[src/rtl/oc_pkg.sv]
// Package: shared definitions for the ones-complement adder/subtractor.
// Assumes operands are plain ones-complement words of any width.
package oc_pkg;

    // Operation selected by the add/subtract control.
    typedef enum logic {
        OC_OP_ADD = 1'b0,
        OC_OP_SUB = 1'b1
    } oc_op_e;

endpackage

[src/rtl/oc_operand_prep.sv]
// Module: oc_operand_prep
// Forms the effective second operand: passed through for addition,
// bitwise inverted (its ones-complement negation) for subtraction.
// Assumes: op is a settled combinational select.
module oc_operand_prep
    import oc_pkg::*;
#(
    parameter int WIDTH = 4
) (
    input  logic [WIDTH-1:0] b_raw,
    input  oc_op_e           op,
    output logic [WIDTH-1:0] b_eff
);

    // One conditional inverter per bit.
    for (genvar i = 0; i < WIDTH; i++) begin : g_inv
        assign b_eff[i] = b_raw[i] ^ (op == OC_OP_SUB);
    end

endmodule

[src/rtl/oc_ripple_adder.sv]
// Module: oc_ripple_adder
// Plain ripple-carry adder built from full-adder cells.
// Assumes: unsigned bit vectors; the carry out is reported, not dropped.
module oc_ripple_adder #(
    parameter int WIDTH = 4
) (
    input  logic [WIDTH-1:0] x,
    input  logic [WIDTH-1:0] y,
    input  logic             cin,
    output logic [WIDTH-1:0] s,
    output logic             cout
);

    logic [WIDTH:0] carry;

    assign carry[0] = cin;

    // Full-adder cell per bit: sum from propagate, carry from generate/propagate.
    for (genvar i = 0; i < WIDTH; i++) begin : g_fa
        logic prop;
        logic gen;
        assign prop         = x[i] ^ y[i];
        assign gen          = x[i] & y[i];
        assign s[i]         = prop ^ carry[i];
        assign carry[i+1]   = gen | (prop & carry[i]);
    end

    assign cout = carry[WIDTH];

endmodule

[src/rtl/oc_result_flags.sv]
// Module: oc_result_flags
// Derives overflow and zero flags and applies the optional folding of
// negative zero into positive zero.
// Assumes: raw_res is the end-around-corrected sum; operand signs are
// those of the first operand and the effective (possibly inverted) second.
module oc_result_flags #(
    parameter int WIDTH         = 4,
    parameter bit FOLD_NEG_ZERO = 1'b0
) (
    input  logic [WIDTH-1:0] raw_res,
    input  logic             sign_x,
    input  logic             sign_y,
    output logic [WIDTH-1:0] res,
    output logic             ovf,
    output logic             zero
);

    localparam logic [WIDTH-1:0] ALL_ONES = {WIDTH{1'b1}};

    logic raw_is_neg_zero;
    logic raw_is_pos_zero;

    // Recognise both zero encodings on the corrected sum.
    assign raw_is_neg_zero = (raw_res == ALL_ONES);
    assign raw_is_pos_zero = (raw_res == '0);

    // Overflow: like-signed operands yielding an unlike-signed result.
    assign ovf = (sign_x == sign_y) && (raw_res[WIDTH-1] != sign_x);

    // Variant chosen by parameter: keep or fold negative zero.
    if (FOLD_NEG_ZERO) begin : g_fold
        assign res = raw_is_neg_zero ? '0 : raw_res;
    end else begin : g_keep
        assign res = raw_res;
    end

    // Zero flag covers either encoding, before or after folding.
    assign zero = raw_is_neg_zero | raw_is_pos_zero;

endmodule

[src/rtl/ones_comp_addsub.sv]
// Module: ones_comp_addsub
// Ones-complement adder/subtractor with end-around carry. A first ripple
// pass adds a_in to the effective second operand; its carry out is fed
// into a second pass at bit 0. Flags report overflow and zero.
// Assumes: purely combinational use; inputs are held stable while read.
module ones_comp_addsub
    import oc_pkg::*;
#(
    parameter int WIDTH         = 4,
    parameter bit FOLD_NEG_ZERO = 1'b0
) (
    input  logic [WIDTH-1:0] a_in,
    input  logic [WIDTH-1:0] b_in,
    input  logic             sub_en,
    output logic [WIDTH-1:0] sum_out,
    output logic             ovf_out,
    output logic             zero_out
);

    localparam logic [WIDTH-1:0] ALL_ONES = {WIDTH{1'b1}};

    oc_op_e           op_sel;
    logic [WIDTH-1:0] b_eff;
    logic [WIDTH-1:0] pass1_sum;
    logic             pass1_carry;
    logic [WIDTH-1:0] pass2_sum;
    logic             pass2_carry;

    // Map the control pin onto the operation type.
    assign op_sel = sub_en ? OC_OP_SUB : OC_OP_ADD;

    oc_operand_prep #(.WIDTH(WIDTH)) u_prep (
        .b_raw (b_in),
        .op    (op_sel),
        .b_eff (b_eff)
    );

    oc_ripple_adder #(.WIDTH(WIDTH)) u_pass1 (
        .x    (a_in),
        .y    (b_eff),
        .cin  (1'b0),
        .s    (pass1_sum),
        .cout (pass1_carry)
    );

    oc_ripple_adder #(.WIDTH(WIDTH)) u_pass2 (
        .x    (pass1_sum),
        .y    ({WIDTH{1'b0}}),
        .cin  (pass1_carry),
        .s    (pass2_sum),
        .cout (pass2_carry)
    );

    oc_result_flags #(.WIDTH(WIDTH), .FOLD_NEG_ZERO(FOLD_NEG_ZERO)) u_flags (
        .raw_res (pass2_sum),
        .sign_x  (a_in[WIDTH-1]),
        .sign_y  (b_eff[WIDTH-1]),
        .res     (sum_out),
        .ovf     (ovf_out),
        .zero    (zero_out)
    );

    // Cross-checks between the passes, the flags and the ports.
    always_comb begin
        // the fed-back carry can never ripple out a second time.
        assert_no_second_carry_R3: assert (!pass2_carry)
            else $error("second-pass carry out set");
        // without a first-pass carry the second pass leaves the sum alone.
        assert_pass_through_R3: assert (pass1_carry || (pass2_sum == pass1_sum))
            else $error("second pass altered sum with no carry");
        // overflow only arises from like-signed operands.
        assert_ovf_like_signs_R4: assert (!ovf_out || (a_in[WIDTH-1] == b_eff[WIDTH-1]))
            else $error("overflow with unlike-signed operands");
        // the zero flag matches one of the two zero encodings of the result.
        assert_zero_flag_R5: assert (!zero_out || (sum_out == '0) || (sum_out == ALL_ONES))
            else $error("zero flag with non-zero result");
        // when folding is on, negative zero never reaches the port.
        assert_no_neg_zero_R6: assert (!FOLD_NEG_ZERO || (sum_out != ALL_ONES))
            else $error("negative zero on output with folding enabled");
    end

endmodule

[config.mk]
export PLATFORM = sky130hd
export DESIGN_NAME = ones_comp_addsub
export DESIGN_NICKNAME = d
export VERILOG_FILES = /design/src/rtl/oc_pkg.sv /design/src/rtl/oc_operand_prep.sv /design/src/rtl/oc_ripple_adder.sv /design/src/rtl/oc_result_flags.sv /design/src/rtl/ones_comp_addsub.sv
export SDC_FILE = /design/constraint.sdc
export NUM_CORES = 1
export LEC_CHECK = 0
export BUFFER_PORTS_ARGS = -buffer_cell sky130_fd_sc_hd__buf_2
export CAP_MARGIN = 40
export CORE_AREA = 3 3 40 42
export DETAILED_ROUTE_END_ITERATION = 8
export DIE_AREA = 0 0 43 45
export PLACE_DENSITY = 0.55
export RECOVER_POWER = 50
export SLEW_MARGIN = 20
export SYNTH_ARGS = -nofsm -noshare
export SYNTH_HDL_FRONTEND = slang
export SYNTH_HIERARCHICAL = 1
export SYNTH_SLANG_ARGS = --single-unit
[constraint.sdc]
create_clock -name vclk -period 4.55
set_input_delay 0 -clock vclk [all_inputs]
set_output_delay 0 -clock vclk [all_outputs]
set_load 0.02 [all_outputs]
==> impl_metrics.csv, run 1 <==
group,metric,value,unit
yosys,syn_area,334.1,um^2
pwr,p_switching,0.08537,mW
cts,postCtsSetupBuffers,0,
sta,rsz0062_at_grt,"false",
die,rows,13,
sta,max_freq,268.9,MHz
final_layout,design.seq.count,0,
sta,timing.final.crit_period,3719,ps
drt,route.detailed.drc,0,
pwr,ir_worst_vdd,0.1399,mV
final_layout,fin_area,409.1,um^2
place,io_buffer_count,15,
final_layout,multi_input_area,247.7,um^2
cts,cts_resized,0,
drt,vias_per_cell,3.528,
worst_setup_path,crit_path_end_kind,"primary output",
sta,maxSlewViolCount,0,
final_layout,areaGrowthSynthToFinish,22.47,%
sta,final-hold-violation-count,0,
final_layout,nets,76,
run,cap_viol_max_count,0,
cts,cts_hold_buf,0,
worst_setup_path,cp_slowest_cell,"fa_1",
drt,drt-total-wl,458,um
drt,drt_first_pass_iters,1,
sta,fin_setup_tns,0,ps
place,dp_hpwl,458.7,um
final_layout,antenna_cells,0,
global_routing,grt_usage,4.698,%
final_layout,ff_latch_area,0,um^2
drt,vias,254,
global_routing,antenna_found_initial,0,
worst_setup_path,critical_path_class,"in2out",
worst_setup_path,crit_chain,"buf_2 > xor2_1 > inv_1 > fa_1 > inv_1 > fa_1 > fa_1 > inv_1 > fa_1 > inv_1 > inv_1 > fa_1 > inv_1 > fa_1 > fa_1 > inv_1 > fa_1 > inv_1 > or4_1 > nand2_1 > buf_2",
worst_setup_path,startpoint_type,"input port",
pwr,internal_power,0.04352,mW
pwr,swShare,66.24,%
worst_setup_path,worstPathMaxFanout,5,
drt,first_iter_violations,0,
final_layout,layout.cells.non_filler,72,
final_layout,final_cell_mix,"inv_1, buf_2, fa_1",
worst_setup_path,required,4550,ps
drt,wl_per_cell,6.361,um
die,io-pin-count,15,
die,die_h,45,um
pwr,seqPwrFrac,0,%
sta,min_period_over_period,81.75,%
drt,ant_nets,0,
global_routing,grt_start_max_net_pins,6,
die,start_util,26.00,%
final_layout,n_clock_buffer,0,
yosys,avgSynthCellArea,7.954,um^2
worst_setup_path,crit_buf_inv,10,
die,dieWidth,43,um
final_layout,mostFrequentLayoutCell,"inv_1",
pwr,power_density,315.0,nW/um^2
global_routing,grt_pass1_vias,208,
min_path,hold_path.class,"in2out",
final_layout,drive_gt1_share,21.05,%
worst_setup_path,crit_family,"adder cells",
place,gp_congestion,0.6208,
global_routing,grt_overflow,0,
run_status,outcome,"completed",
pwr,p_comb_share,100.0,%
place,dp_cells,72,
sta,setup_viol_count_final,0,
die,dieArea,1935,um^2
place,postPlaceCellArea,412.9,um^2
global_routing,grt_pass1_wl,731,um
yosys,synth_warnings,6,
pwr,clkPwrFrac,0,%
pwr,p_leak,0.2446,nW
final_layout,fillers,144,
die,placeableCoreArea,1285,um^2
yosys,syn_inst,42,
worst_setup_path,arrival,3720,ps
worst_setup_path,cpPeakStageDelay,470,ps
[worst min-delay path: stages]
cell     delay, ps
buf_2          110
nand2_1         60
o22ai_1         60
buf_2          150
[path summary, 6_finish.rpt]
check	end	slack [ps]	depth (start not counted)	start
max	zero_out	830	21	sub_en
min	ovf_out	380	4	a_in[3]
[power groups by stage]
stage	clock (mW)	sequential [mW]	combinational [mW]
after floorplan	0	0	0.121
after detailed placement	0	0	0.135
after global placement	0	0	0.133
final	0	0	0.129
after global routing	0	0	0.146
after CTS	0	0	0.135
[layer usage]
metal	track usage [%]	wire length, um
met1	6.404	177
met2	8.982	240
met3	0	40
met4	0	0
met5	0	0
[per-stage QoR]
stage               hold slack (ps)  utilization [%]  power, mW  setup WS [ps]
floorplan                     197.8                -     0.1214           1165
global placement              376.1            32.13     0.1326          840.1
detailed placement            382.0            32.13     0.1346          798.5
CTS                           383.4            32.13     0.1348          791.4
global route                  409.4            31.84     0.1463          537.5
finish                        381.5            31.84     0.1289          830.6
[cell type report]
class / count / area share (%)
inverters: 19 / 17.43
well taps: 15 / 4.587
repair buffers: 15 / 17.43
multi-input cells: 23 / 60.55
Note: power is estimated with default switching activity, not from simulation.
==> run 2, diff against run 1 <==
- clock period: 4.55 -> 3.9 ns (I/O delays scaled with it)
==> run 2 against run 1 <==
  * Non-clock buffer count is 1 higher
  * Cell count grew 1.4%
  * Via count increased by 3.9%
  * Global-route usage decreased by 0.58 points
  * Die area stayed put
  * Final area is 9.5% higher
  * First-iteration DRC count is the same
  * Largest power group unchanged
==> impl_metrics.csv, run 2 (same netlist as run 1, synthesis figures left out) <==
group,metric,value,unit
global_routing,grt_pass1_wl,641,um
final_layout,design.seq.count,0,
die,placeableCoreArea,1285,um^2
drt,vias_per_cell,3.616,
pwr,swShare,59.71,%
place,io_buffer_count,15,
drt,ant_nets,0,
pwr,power_density,407.0,nW/um^2
worst_setup_path,cp_slowest_cell,"fa_1",
die,start_util,26.00,%
worst_setup_path,required,3900,ps
worst_setup_path,arrival,3660,ps
pwr,seqPwrFrac,0,%
final_layout,final_cell_mix,"inv_1, buf_2, fa_2",
global_routing,grt_start_max_net_pins,6,
sta,timing.final.crit_period,3660,ps
sta,max_freq,273.2,MHz
final_layout,fillers,151,
min_path,min_from,"a_in[3]",
run_status,outcome,"completed",
final_layout,mostFrequentLayoutCell,"inv_1",
worst_setup_path,endpoint,"zero_out",
drt,vias,264,
worst_setup_path,crit_family,"adder cells",
pwr,p_comb_share,100.0,%
global_routing,grt_overflow,0,
final_layout,nets,77,
global_routing,grt_usage,4.118,%
place,gp_congestion,0.6376,
worst_setup_path,crit_chain,"buf_2 > xor2_1 > inv_1 > fa_2 > inv_2 > fa_2 > fa_2 > inv_2 > fa_2 > inv_2 > inv_2 > fa_2 > inv_2 > fa_2 > fa_2 > inv_1 > fa_1 > inv_2 > or4_1 > nand2_1 > buf_6",
sta,setup_viol_count_final,0,
drt,wl_per_cell,6.918,um
die,rows,13,
die,dieWidth,43,um
global_routing,grt_pass1_vias,191,
worst_setup_path,cpPeakStageDelay,540,ps
pwr,p_leak,0.2430,nW
cts,cts_hold_buf,0,
global_routing,antenna_found_initial,0,
run,cap_viol_max_count,0,
sta,min_period_over_period,93.85,%
die,dieArea,1935,um^2
drt,drt_first_pass_iters,1,
place,pre_cts_slack,149.2,ps
die,io-pin-count,15,
sta,maxSlewViolCount,0,
worst_setup_path,startpoint_type,"input port",
die,die_h,45,um
drt,route.detailed.drc,0,
sta,setup_slack,240.0,ps
pwr,ir_worst_vdd,0.1337,mV
final_layout,areaGrowthSynthToFinish,34.08,%
final_layout,drive_gt1_share,46.55,%
pwr,p_switching,0.1089,mW
final_layout,ff_latch_area,0,um^2
sta,final-hold-violation-count,0,
min_path,hold_path.class,"in2out",
sta,hold_ws,387.3,ps
drt,first_iter_violations,0,
worst_setup_path,cp-startpoint,"b_in[0]",
worst_setup_path,critical_path_class,"in2out",
worst_setup_path,cp_num_cells,21,
min_path,hold_path_depth,4,
worst_setup_path,crit_path_end_kind,"primary output",
final_layout,n_clock_buffer,0,
worst_setup_path,crit_buf_inv,10,
drt,drt-total-wl,505,um
pwr,clkPwrFrac,0,%
place,dp_hpwl,462.7,um
final_layout,antenna_cells,0,
worst_setup_path,worstPathMaxFanout,4,
worst_setup_path,cp_common_cell,"fa_2",
pwr,internal_power,0.07345,mW
## run 2: layer usage
metal  global-route usage, %  routed length [um]  up-vias
li1                        -                   -      134
met1                   5.446                 186      122
met5                       0                   0        -
met3                       0                  44        0
met2                   8.084                 274        8
met4                       0                   0        0
## run 2: timing repair
item	in CTS	in global routing
setup endpoints to repair	0	1
buffers inserted	0	1
gates resized for setup	0	17
## run 2: per-stage QoR
stage / util [%] / setup TNS [ps] / power, mW / area (um^2) / cells
after floorplan: - / 0 / 0.1416 / 349.1 / 46
after global placement: 32.13 / 0 / 0.1549 / 412.9 / 72
after detailed placement: 32.13 / 0 / 0.1576 / 412.9 / 72
after CTS: 32.13 / 0 / 0.1578 / 412.9 / 72
after global routing: 34.86 / -20.64 / 0.2081 / 447.9 / 73
final: 34.86 / 0 / 0.1823 / 447.9 / 73
## run 2: area by class of cell
| type | count | area (um^2) | share of cell area (%) |
|---|---|---|---|
| Multi-Input combinational cell | 23 | 265.3 | 59.22 |
| Timing Repair Buffer | 16 | 92.59 | 20.67 |
| Inverter | 19 | 71.32 | 15.92 |
| Tap cell | 15 | 18.77 | 4.190 |
## run 2: power by group through the flow
stage / combinational, mW / clock (mW) / sequential, mW
floorplan: 0.142 / 0 / 0
global placement: 0.155 / 0 / 0
detailed placement: 0.158 / 0 / 0
CTS: 0.158 / 0 / 0
global route: 0.208 / 0 / 0
finish: 0.182 / 0 / 0
## run 2: worst min-delay path, delay by kind of cell
family	cells	cell delay [ps]
AOI/OAI and AO/OA	1	60
and+or+nand+nor	1	60
buffers and inverters	2	260
## run 2: worst min path at each step
stage,end,slack [ps]
global placement,ovf_out,380
floorplan,ovf_out,200
detailed placement,ovf_out,390
finish,ovf_out,390
global route,ovf_out,410
CTS,ovf_out,390
